--- config.mk ---
export PLATFORM = sky130hd
export DESIGN_NAME = spi_burst_master
export DESIGN_NICKNAME = d
export VERILOG_FILES = /design/src/rtl/spi_burst_pkg.sv /design/src/rtl/spi_half_tick.sv /design/src/rtl/spi_burst_regs.sv /design/src/rtl/spi_burst_fsm.sv /design/src/rtl/spi_burst_master.sv
export SDC_FILE = /design/constraint.sdc
export NUM_CORES = 1
export LEC_CHECK = 0
export BUFFER_PORTS_ARGS = -buffer_cell sky130_fd_sc_hd__buf_2
export CORE_AREA = 2 2 160 162
export DETAILED_ROUTE_END_ITERATION = 8
export DIE_AREA = 0 0 162 164
export PLACE_DENSITY_LB_ADDON = 0.3
export SLEW_MARGIN = 5
export SYNTH_ARGS = -nofsm -noshare
export SYNTH_HDL_FRONTEND = slang
export SYNTH_SLANG_ARGS = --single-unit
--- constraint.sdc ---
create_clock -name clk -period 3.8 [get_ports clk]
set_input_delay 0.38 -clock clk [delete_from_list [all_inputs] [get_ports clk]]
set_output_delay 0.38 -clock clk [all_outputs]
set_load 0.01 [all_outputs]
--- src/rtl/spi_burst_pkg.sv ---
package spi_burst_pkg;

    typedef enum logic [1:0] {
        ST_IDLE,
        ST_LEAD,
        ST_SHIFT,
        ST_TRAIL
    } xfer_state_t;

    localparam int unsigned SLOTS     = 6;
    localparam int unsigned BYTE_W    = 8;
    localparam int unsigned MAX_BITS  = SLOTS * BYTE_W;
    localparam int unsigned LEN_W     = $clog2(MAX_BITS + 1);

    localparam int unsigned ADDR_CMD  = 0;
    localparam int unsigned ADDR_LEN  = 1;
    localparam int unsigned ADDR_TX0  = 2;
    localparam int unsigned ADDR_RX0  = ADDR_TX0 + SLOTS;
    localparam int unsigned START_BIT = 2;

endpackage

--- src/rtl/spi_half_tick.sv ---
module spi_half_tick #(
    parameter int unsigned DIV_HALF = 4
) (
    input  logic clk,
    input  logic rst_n,
    input  logic run,
    output logic tick
);
    localparam int unsigned CNT_W = (DIV_HALF > 1) ? $clog2(DIV_HALF) : 1;
    localparam logic [CNT_W-1:0] CNT_LAST = CNT_W'(DIV_HALF - 1);

    logic [CNT_W-1:0] cnt_q;

    assign tick = run && (cnt_q == CNT_LAST);

    always_ff @(posedge clk or negedge rst_n) begin
        if (!rst_n) begin
            cnt_q <= '0;
        end else if (!run || tick) begin
            cnt_q <= '0;
        end else begin
            cnt_q <= cnt_q + 1'b1;
        end
    end
endmodule

--- src/rtl/spi_burst_regs.sv ---
module spi_burst_regs
    import spi_burst_pkg::*;
#(
    parameter int unsigned ADDR_W = 4,
    parameter int unsigned DATA_W = 8
) (
    input  logic                clk,
    input  logic                rst_n,
    input  logic                wr_en,
    input  logic [ADDR_W-1:0]   addr,
    input  logic [DATA_W-1:0]   wdata,
    input  logic                busy,
    input  logic [MAX_BITS-1:0] rx_flat,
    output logic [MAX_BITS-1:0] tx_flat,
    output logic [LEN_W-1:0]    len_eff,
    output logic                start,
    output logic [DATA_W-1:0]   rdata
);
    logic [BYTE_W-1:0] tx_slot [SLOTS];
    logic [DATA_W-1:0] len_q;
    logic              wr_ok;

    assign wr_ok = wr_en && !busy;
    assign start = wr_ok && (addr == ADDR_W'(ADDR_CMD)) && wdata[START_BIT];

    always_ff @(posedge clk or negedge rst_n) begin
        if (!rst_n) begin
            len_q <= '0;
        end else if (wr_ok && (addr == ADDR_W'(ADDR_LEN))) begin
            len_q <= wdata;
        end
    end

    assign len_eff = (len_q > DATA_W'(MAX_BITS)) ? LEN_W'(MAX_BITS) : LEN_W'(len_q);

    for (genvar g = 0; g < SLOTS; g++) begin : g_tx
        always_ff @(posedge clk or negedge rst_n) begin
            if (!rst_n) begin
                tx_slot[g] <= '0;
            end else if (wr_ok && (addr == ADDR_W'(ADDR_TX0 + g))) begin
                tx_slot[g] <= wdata[BYTE_W-1:0];
            end
        end
        assign tx_flat[g*BYTE_W +: BYTE_W] = tx_slot[g];
    end

    always_comb begin
        rdata = '0;
        if (addr == ADDR_W'(ADDR_CMD)) begin
            rdata[START_BIT] = busy;
        end
        if (addr == ADDR_W'(ADDR_LEN)) begin
            rdata = len_q;
        end
        for (int k = 0; k < SLOTS; k++) begin
            if (addr == ADDR_W'(ADDR_TX0 + k)) begin
                rdata = DATA_W'(tx_slot[k]);
            end
            if (addr == ADDR_W'(ADDR_RX0 + k)) begin
                rdata = DATA_W'(rx_flat[k*BYTE_W +: BYTE_W]);
            end
        end
    end
endmodule

--- src/rtl/spi_burst_fsm.sv ---
module spi_burst_fsm
    import spi_burst_pkg::*;
(
    input  logic                clk,
    input  logic                rst_n,
    input  logic                tick,
    input  logic                start,
    input  logic [MAX_BITS-1:0] tx_flat,
    input  logic [LEN_W-1:0]    len_bits,
    input  logic                miso,
    output logic                sclk,
    output logic                mosi,
    output logic                cs_n,
    output logic                busy,
    output logic [MAX_BITS-1:0] rx_flat
);
    xfer_state_t         state_q, state_d;
    logic                half_q;
    logic [LEN_W-1:0]    len_q;
    logic [LEN_W-1:0]    cnt_q;
    logic [MAX_BITS-1:0] tx_q;
    logic [MAX_BITS-1:0] rx_q;
    logic                last_fall;

    assign last_fall = (LEN_W'(cnt_q + 1'b1) == len_q);
    assign busy      = (state_q != ST_IDLE);
    assign mosi      = busy && tx_q[MAX_BITS-1];
    assign rx_flat   = rx_q;

    // state register
    always_ff @(posedge clk or negedge rst_n) begin
        if (!rst_n) begin
            state_q <= ST_IDLE;
        end else begin
            state_q <= state_d;
        end
    end

    // transitions
    always_comb begin
        state_d = state_q;
        unique case (state_q)
            ST_IDLE:  if (start) state_d = ST_LEAD;
            ST_LEAD:  if (tick && half_q) state_d = (len_q == '0) ? ST_TRAIL : ST_SHIFT;
            ST_SHIFT: if (tick && sclk && last_fall) state_d = ST_TRAIL;
            ST_TRAIL: if (tick && half_q) state_d = ST_IDLE;
            default:  state_d = ST_IDLE;
        endcase
    end

    // outputs and datapath
    always_ff @(posedge clk or negedge rst_n) begin
        if (!rst_n) begin
            sclk   <= 1'b0;
            cs_n   <= 1'b1;
            half_q <= 1'b0;
            len_q  <= '0;
            cnt_q  <= '0;
            tx_q   <= '0;
            rx_q   <= '0;
        end else begin
            unique case (state_q)
                ST_IDLE: begin
                    sclk <= 1'b0;
                    if (start) begin
                        cs_n   <= 1'b0;
                        half_q <= 1'b0;
                        cnt_q  <= '0;
                        len_q  <= len_bits;
                        tx_q   <= tx_flat;
                        rx_q   <= '0;
                    end
                end
                ST_LEAD: begin
                    if (tick) begin
                        half_q <= ~half_q;
                        if (half_q && (len_q != '0)) begin
                            sclk <= 1'b1;
                            rx_q <= {rx_q[MAX_BITS-2:0], miso};
                        end
                    end
                end
                ST_SHIFT: begin
                    if (tick) begin
                        if (!sclk) begin
                            sclk <= 1'b1;
                            rx_q <= {rx_q[MAX_BITS-2:0], miso};
                        end else begin
                            sclk  <= 1'b0;
                            cnt_q <= LEN_W'(cnt_q + 1'b1);
                            if (!last_fall) begin
                                tx_q <= {tx_q[MAX_BITS-2:0], 1'b0};
                            end
                        end
                    end
                end
                ST_TRAIL: begin
                    if (tick) begin
                        half_q <= ~half_q;
                        if (half_q) begin
                            cs_n <= 1'b1;
                        end
                    end
                end
                default: begin
                    sclk <= 1'b0;
                    cs_n <= 1'b1;
                end
            endcase
        end
    end
endmodule

--- src/rtl/spi_burst_master.sv ---
module spi_burst_master
    import spi_burst_pkg::*;
#(
    parameter int unsigned DIV_HALF = 4,
    parameter int unsigned ADDR_W   = 4,
    parameter int unsigned DATA_W   = 8
) (
    input  logic              clk,
    input  logic              rst_n,
    input  logic              reg_wr_en,
    input  logic [ADDR_W-1:0] reg_addr,
    input  logic [DATA_W-1:0] reg_wdata,
    output logic [DATA_W-1:0] reg_rdata,
    output logic              spi_sclk,
    output logic              spi_mosi,
    input  logic              spi_miso,
    output logic              spi_cs_n
);
    logic                busy_w;
    logic                tick_w;
    logic                start_w;
    logic [MAX_BITS-1:0] tx_w;
    logic [MAX_BITS-1:0] rx_w;
    logic [LEN_W-1:0]    len_w;

    spi_burst_regs #(
        .ADDR_W (ADDR_W),
        .DATA_W (DATA_W)
    ) regs_i (
        .clk     (clk),
        .rst_n   (rst_n),
        .wr_en   (reg_wr_en),
        .addr    (reg_addr),
        .wdata   (reg_wdata),
        .busy    (busy_w),
        .rx_flat (rx_w),
        .tx_flat (tx_w),
        .len_eff (len_w),
        .start   (start_w),
        .rdata   (reg_rdata)
    );

    spi_half_tick #(
        .DIV_HALF (DIV_HALF)
    ) div_i (
        .clk   (clk),
        .rst_n (rst_n),
        .run   (busy_w),
        .tick  (tick_w)
    );

    spi_burst_fsm fsm_i (
        .clk      (clk),
        .rst_n    (rst_n),
        .tick     (tick_w),
        .start    (start_w),
        .tx_flat  (tx_w),
        .len_bits (len_w),
        .miso     (spi_miso),
        .sclk     (spi_sclk),
        .mosi     (spi_mosi),
        .cs_n     (spi_cs_n),
        .busy     (busy_w),
        .rx_flat  (rx_w)
    );
endmodule

==> report_table.html <==
<table>
<tr><th>Metric</th><th>Value</th></tr>
<tr><th colspan="2">Yosys</th></tr>
<tr><td>Most common cell in the netlist</td><td>sky130_fd_sc_hd__dfrtp_1</td></tr>
<tr><td>Gate count of the mapped netlist</td><td>869</td></tr>
<tr><td>Average size of a mapped cell</td><td>9.85 sq um</td></tr>
<tr><td>Top-area cell type share of the netlist area</td><td>49.7%</td></tr>
<tr><td>Number of library cell types mapped by synthesis</td><td>61</td></tr>
<tr><td>Most numerous cell types in the synthesized netlist</td><td>170 x sky130_fd_sc_hd__dfrtp_1, 133 x sky130_fd_sc_hd__nand2_1, 84 x sky130_fd_sc_hd__o21ai_0, 72 x sky130_fd_sc_hd__nor2_1, 69 x sky130_fd_sc_hd__a21oi_1</td></tr>
<tr><td>Portion of the post-synthesis area used by sequential elements</td><td>50.0%</td></tr>
<tr><td>Asr flop ratio synth</td><td>100%</td></tr>
<tr><td>Number of nets produced by synthesis</td><td>892</td></tr>
<tr><td>Syn Std Cell Area</td><td>0.00856 sq mm</td></tr>
<tr><td>Post-synth top area cell</td><td>sky130_fd_sc_hd__dfrtp_1</td></tr>
<tr><td>Register bit total from synthesis</td><td>171</td></tr>
<tr><td>Yosys warning count</td><td>0</td></tr>
<tr><td>Largest cells by area after synthesis</td><td>sky130_fd_sc_hd__dfrtp_1 50%, sky130_fd_sc_hd__mux2_2 7.4%, sky130_fd_sc_hd__mux2i_1 6.3%</td></tr>
<tr><td>Top FF cell, synth</td><td>sky130_fd_sc_hd__dfrtp_1</td></tr>
<tr><td>Post-synth EDFFs</td><td>0</td></tr>
<tr><th colspan="2">Setup path</th></tr>
<tr><td>Reg-to-Reg Start</td><td>fsm_i.state_q[0]$_DFFE_PN0P_</td></tr>
<tr><td>Number of cells traversed by the worst register-to-register path</td><td>9</td></tr>
<tr><td>Bufs and invs on worst path</td><td>2</td></tr>
<tr><td>Required time of the worst setup path</td><td>4.16 ns</td></tr>
<tr><td>Worst setup path end</td><td>fsm_i.tx_q[29]$_DFFE_PN0P_</td></tr>
<tr><td>Worst setup path category</td><td>reg2reg</td></tr>
<tr><td>Largest incremental delay on the critical path</td><td>0.52 ns</td></tr>
<tr><td>Minimum setup slack among reg-to-reg paths</td><td>0.68 ns</td></tr>
<tr><td>Chain of cells forming the critical path</td><td>inv_1, ha_1, and4bb_1, nand3_2, o21a_1, a41oi_4, buf_12, nor2_1, a21oi_1</td></tr>
<tr><td>Highest net fanout along the worst path</td><td>94</td></tr>
<tr><td>Cell with the largest stage delay on the worst path</td><td>sky130_fd_sc_hd__ha_1</td></tr>
<tr><td>Critical path capture point type</td><td>register</td></tr>
<tr><td>Top delay family on crit path</td><td>compound AO/OA/AOI/OAI gates</td></tr>
<tr><td>WP depth</td><td>9</td></tr>
<tr><td>Kind of start point of the critical path</td><td>register</td></tr>
<tr><td>WP data arrival</td><td>3.48 ns</td></tr>
<tr><td>CP Launch Point</td><td>fsm_i.state_q[0]$_DFFE_PN0P_</td></tr>
<tr><td>Worst flop-to-flop path endpoint</td><td>fsm_i.tx_q[29]$_DFFE_PN0P_</td></tr>
<tr><th colspan="2">Die</th></tr>
<tr><td>Site Rows</td><td>58</td></tr>
<tr><td>Initial core utilization</td><td>34.5%</td></tr>
<tr><td>Area of the placeable core</td><td>0.0248 sq mm</td></tr>
<tr><td>Top-level port count</td><td>27</td></tr>
<tr><td>Die height</td><td>164 um</td></tr>
<tr><td>Die W</td><td>162 um</td></tr>
<tr><td>Area of the die</td><td>0.0266 sq mm</td></tr>
<tr><th colspan="2">Power</th></tr>
<tr><td>Leak Pwr</td><td>3.95 nW</td></tr>
<tr><td>Clock group share of total power</td><td>26.6%</td></tr>
<tr><td>Comb power frac</td><td>31.6%</td></tr>
<tr><td>Internal power of the cells</td><td>0.00421 W</td></tr>
<tr><td>Switch share</td><td>37.9%</td></tr>
<tr><td>Power density relative to cell area</td><td>702 mW/mm^2</td></tr>
<tr><td>Proportion of power drawn by flip-flops and latches</td><td>41.8%</td></tr>
<tr><td>Total power draw</td><td>0.00679 W</td></tr>
<tr><td>Net switching component of the power</td><td>0.00257 W</td></tr>
<tr><td>Peak supply drop</td><td>372 uV</td></tr>
<tr><th colspan="2">STA</th></tr>
<tr><td>Maximum operating frequency</td><td>0.320 GHz</td></tr>
<tr><td>Setup violation total in the final timing report</td><td>0</td></tr>
<tr><td>Worst clock skew</td><td>0.0111 ns</td></tr>
<tr><td>Share of the cycle needed by the critical path after routing</td><td>82.2%</td></tr>
<tr><td>TNS Setup</td><td>0 ns</td></tr>
<tr><td>Setup repair after global routing missed its margin</td><td>false</td></tr>
<tr><td>Min cycle time layout</td><td>3.12 ns</td></tr>
<tr><td>Final Hold Violating Endpoints</td><td>0</td></tr>
<tr><td>Worst-case setup margin in the final layout</td><td>0.676 ns</td></tr>
<tr><td>Transition time at the pin with the least slew margin</td><td>0.869 ns</td></tr>
<tr><td>Final number of max-transition violations</td><td>0</td></tr>
<tr><td>Headroom to the max-slew limit</td><td>42.1%</td></tr>
<tr><th colspan="2">Detailed routing</th></tr>
<tr><td>Initial detailed-routing violation count</td><td>632</td></tr>
<tr><td>Routed length on met3</td><td>1.12 mm</td></tr>
<tr><td>Amount of wire on met2 after detailed routing</td><td>9.80 mm</td></tr>
<tr><td>Met1 routed wirelength after detailed routing</td><td>10.8 mm</td></tr>
<tr><td>Uppermost layer routed</td><td>met4</td></tr>
<tr><td>Avg Vias per Cell</td><td>5.33</td></tr>
<tr><td>Number of nets still failing antenna checks after routing</td><td>0</td></tr>
<tr><td>Aggregate routed wire length</td><td>22.1 mm</td></tr>
<tr><td>Post-detailed-route DRC marker count</td><td>0</td></tr>
<tr><td>Vias</td><td>6,506</td></tr>
<tr><td>WL/cell</td><td>18.1 um</td></tr>
<tr><td>First drt pass iteration count</td><td>5</td></tr>
<tr><th colspan="2">Cells and area</th></tr>
<tr><td>Diode insertion count for antenna repair</td><td>0</td></tr>
<tr><td>Util after Layout</td><td>39.0%</td></tr>
<tr><td>FF+latch area</td><td>0.00428 sq mm</td></tr>
<tr><td>Layout net count</td><td>900</td></tr>
<tr><td>Proportion of layout cells with a drive suffix above 1</td><td>16.3%</td></tr>
<tr><td>Relative area change from synthesis to final layout</td><td>13.0%</td></tr>
<tr><td>Count of filler cells inserted in the layout</td><td>2,520</td></tr>
<tr><td>Multi-input logic area</td><td>0.00402 sq mm</td></tr>
<tr><th colspan="2">Clocking</th></tr>
<tr><td>Root buffer cell</td><td>sky130_fd_sc_hd__clkbuf_16</td></tr>
<tr><td>Number of clock buffers inserted by TritonCTS</td><td>17</td></tr>
<tr><td>Clock Sinks</td><td>171</td></tr>
<tr><td>Maximum root-to-sink buffer count</td><td>2</td></tr>
<tr><td>Buffers inserted during post-CTS setup optimization</td><td>0</td></tr>
<tr><td>Later-pin clock latency in the skew report</td><td>0.43 ns</td></tr>
<tr><td>Count of hold buffers inserted by post-cts repair</td><td>1</td></tr>
<tr><td># H-tree levels</td><td>4</td></tr>
<tr><td>Post-CTS Resized</td><td>0</td></tr>
<tr><td>Clock tree from TritonCTS</td><td>built</td></tr>
<tr><td>Clock transition at the registers of the reported paths</td><td>0.07 ns</td></tr>
<tr><th colspan="2">Global routing</th></tr>
<tr><td>Number of antenna violations at the first check in global routing</td><td>0</td></tr>
<tr><td>Wire length of the first global-routing pass</td><td>35.0 mm</td></tr>
<tr><td>Largest net degree at the start of global routing</td><td>97</td></tr>
<tr><td>Number of global-route vias before repair</td><td>6,055</td></tr>
<tr><td>Total congestion overflow</td><td>0</td></tr>
<tr><td>All-Layer GR Usage</td><td>17.1%</td></tr>
<tr><th colspan="2">Flow run</th></tr>
<tr><td>Max-capacitance violation count</td><td>0</td></tr>
<tr><th colspan="2">Worst hold path</th></tr>
<tr><td>Hold Path Class</td><td>in2reg</td></tr>
<tr><th colspan="2">Run status</th></tr>
<tr><td>Result of the run</td><td>finished, final reports clean</td></tr>
<tr><th colspan="2">Place</th></tr>
<tr><td>DP HPWL</td><td>15.8 mm</td></tr>
<tr><td>Routability-driven placement congestion ratio</td><td>0.938</td></tr>
<tr><td>Buffers on Ports</td><td>26</td></tr>
<tr><td>Worst slack at placement</td><td>0.630 ns</td></tr>
</table>
==> cell families after synthesis <==
logic type | synth area share, %
adders and majority gates | 1.02
xor gates and xnor gates | 0.819
AOI/OAI and AO/OA | 17.2
buffers and inverters | 3.29
DFF | 50.0
muxes | 13.7
and+or+nand+nor | 14.0
==> through the flow <==
| stage | cell area, sq um | cells | hold WS (ns) |
|---|---|---|---|
| 2_1_floorplan | 8560 | 869 | 0.0844 |
| 3_3_place_gp | 9050 | 1187 | 0.368 |
| 3_5_place_dp | 9050 | 1187 | 0.368 |
| 4_1_cts | 9670 | 1220 | 0.212 |
| 5_1_grt | 9670 | 1220 | 0.212 |
| 6_report | 9670 | 1220 | 0.213 |
==> flip-flops by register name, summed over array words and instances, names as in the netlist <==
register / count
fsm_i.half_q: 1
div_i.cnt_q: 2
regs_i.len_q: 8
fsm_i.sclk: 1
regs_i.tx_flat: 48
fsm_i.state_q: 2
fsm_i.rx_flat: 48
fsm_i.cs_n: 1
fsm_i.tx_q: 48
fsm_i.len_q: 6
fsm_i.cnt_q: 6
==> worst reg2reg max path, cell delays in order, from the launching register on <==
cell and delay [ns]:
sky130_fd_sc_hd__dfrtp_1 0.42, sky130_fd_sc_hd__inv_1 0.21, sky130_fd_sc_hd__ha_1 0.52, sky130_fd_sc_hd__and4bb_1 0.36, sky130_fd_sc_hd__nand3_2 0.31, sky130_fd_sc_hd__o21a_1 0.40, sky130_fd_sc_hd__a41oi_4 0.24, sky130_fd_sc_hd__buf_12 0.32
sky130_fd_sc_hd__nor2_1 0.17, sky130_fd_sc_hd__a21oi_1 0.12
==> layout make-up <==
| cell class | count | area share, % |
|---|---|---|
| Sequential cell | 171 | 44.3 |
| Multi-Input combinational cell | 631 | 41.6 |
| Clock buffer | 17 | 4.40 |
| Tap cell | 330 | 4.27 |
| Timing Repair Buffer | 45 | 3.17 |
| Clock inverter | 15 | 1.86 |
| Inverter | 11 | 0.427 |
==> placed cells by master, fill, tap and decap left out, types with 11 or more instances in the layout <==
| cell type | count |
|---|---|
| sky130_fd_sc_hd__mux2i_1 | 54 |
| sky130_fd_sc_hd__nand2b_1 | 13 |
| sky130_fd_sc_hd__a22o_1 | 14 |
| sky130_fd_sc_hd__inv_1 | 11 |
| sky130_fd_sc_hd__nor2_1 | 72 |
| sky130_fd_sc_hd__a21oi_1 | 69 |
| sky130_fd_sc_hd__nand2_1 | 133 |
| sky130_fd_sc_hd__o21ai_0 | 84 |
| sky130_fd_sc_hd__nand3_1 | 11 |
| sky130_fd_sc_hd__dfrtp_1 | 170 |
| sky130_fd_sc_hd__mux2_2 | 56 |
| sky130_fd_sc_hd__clkbuf_16 | 17 |
| sky130_fd_sc_hd__o22ai_1 | 14 |
| sky130_fd_sc_hd__buf_2 | 25 |
| sky130_fd_sc_hd__buf_4 | 16 |
==> per-layer routing <==
metal	vias to the layer above	GRT usage, %
met5	-	0
met4	0	5.03
met3	29	3.69
met2	175	25.5
met1	3175	25.0
li1	3127	-
==> power by group through the flow <==
stage / sequential, W / combinational (W) / clock (W)
3_3_place_gp: 0.00287 / 0.00211 / 0
3_5_place_dp: 0.00288 / 0.00215 / 0
4_1_cts: 0.00285 / 0.00216 / 0.00184
5_1_grt: 0.00291 / 0.00240 / 0.00191
6_report: 0.00284 / 0.00214 / 0.00181
2_1_floorplan: 0.00265 / 0.00172 / 0
==> worst min path at each step <==
stage	to	depth (start not counted)	start	slack, ns
2_1_floorplan	div_i.cnt_q[0]$_DFF_PN0_	0	rst_n	0.08
3_3_place_gp	fsm_i.cnt_q[0]$_DFFE_PN0P_	1	rst_n	0.37
3_5_place_dp	fsm_i.cnt_q[0]$_DFFE_PN0P_	1	rst_n	0.37
4_1_cts	fsm_i.rx_flat[0]$_DFFE_PN0P_	3	spi_miso	0.21
5_1_grt	fsm_i.rx_flat[0]$_DFFE_PN0P_	3	spi_miso	0.21
6_report	fsm_i.rx_flat[0]$_DFFE_PN0P_	3	spi_miso	0.21
(Power assumes the default switching activity.)
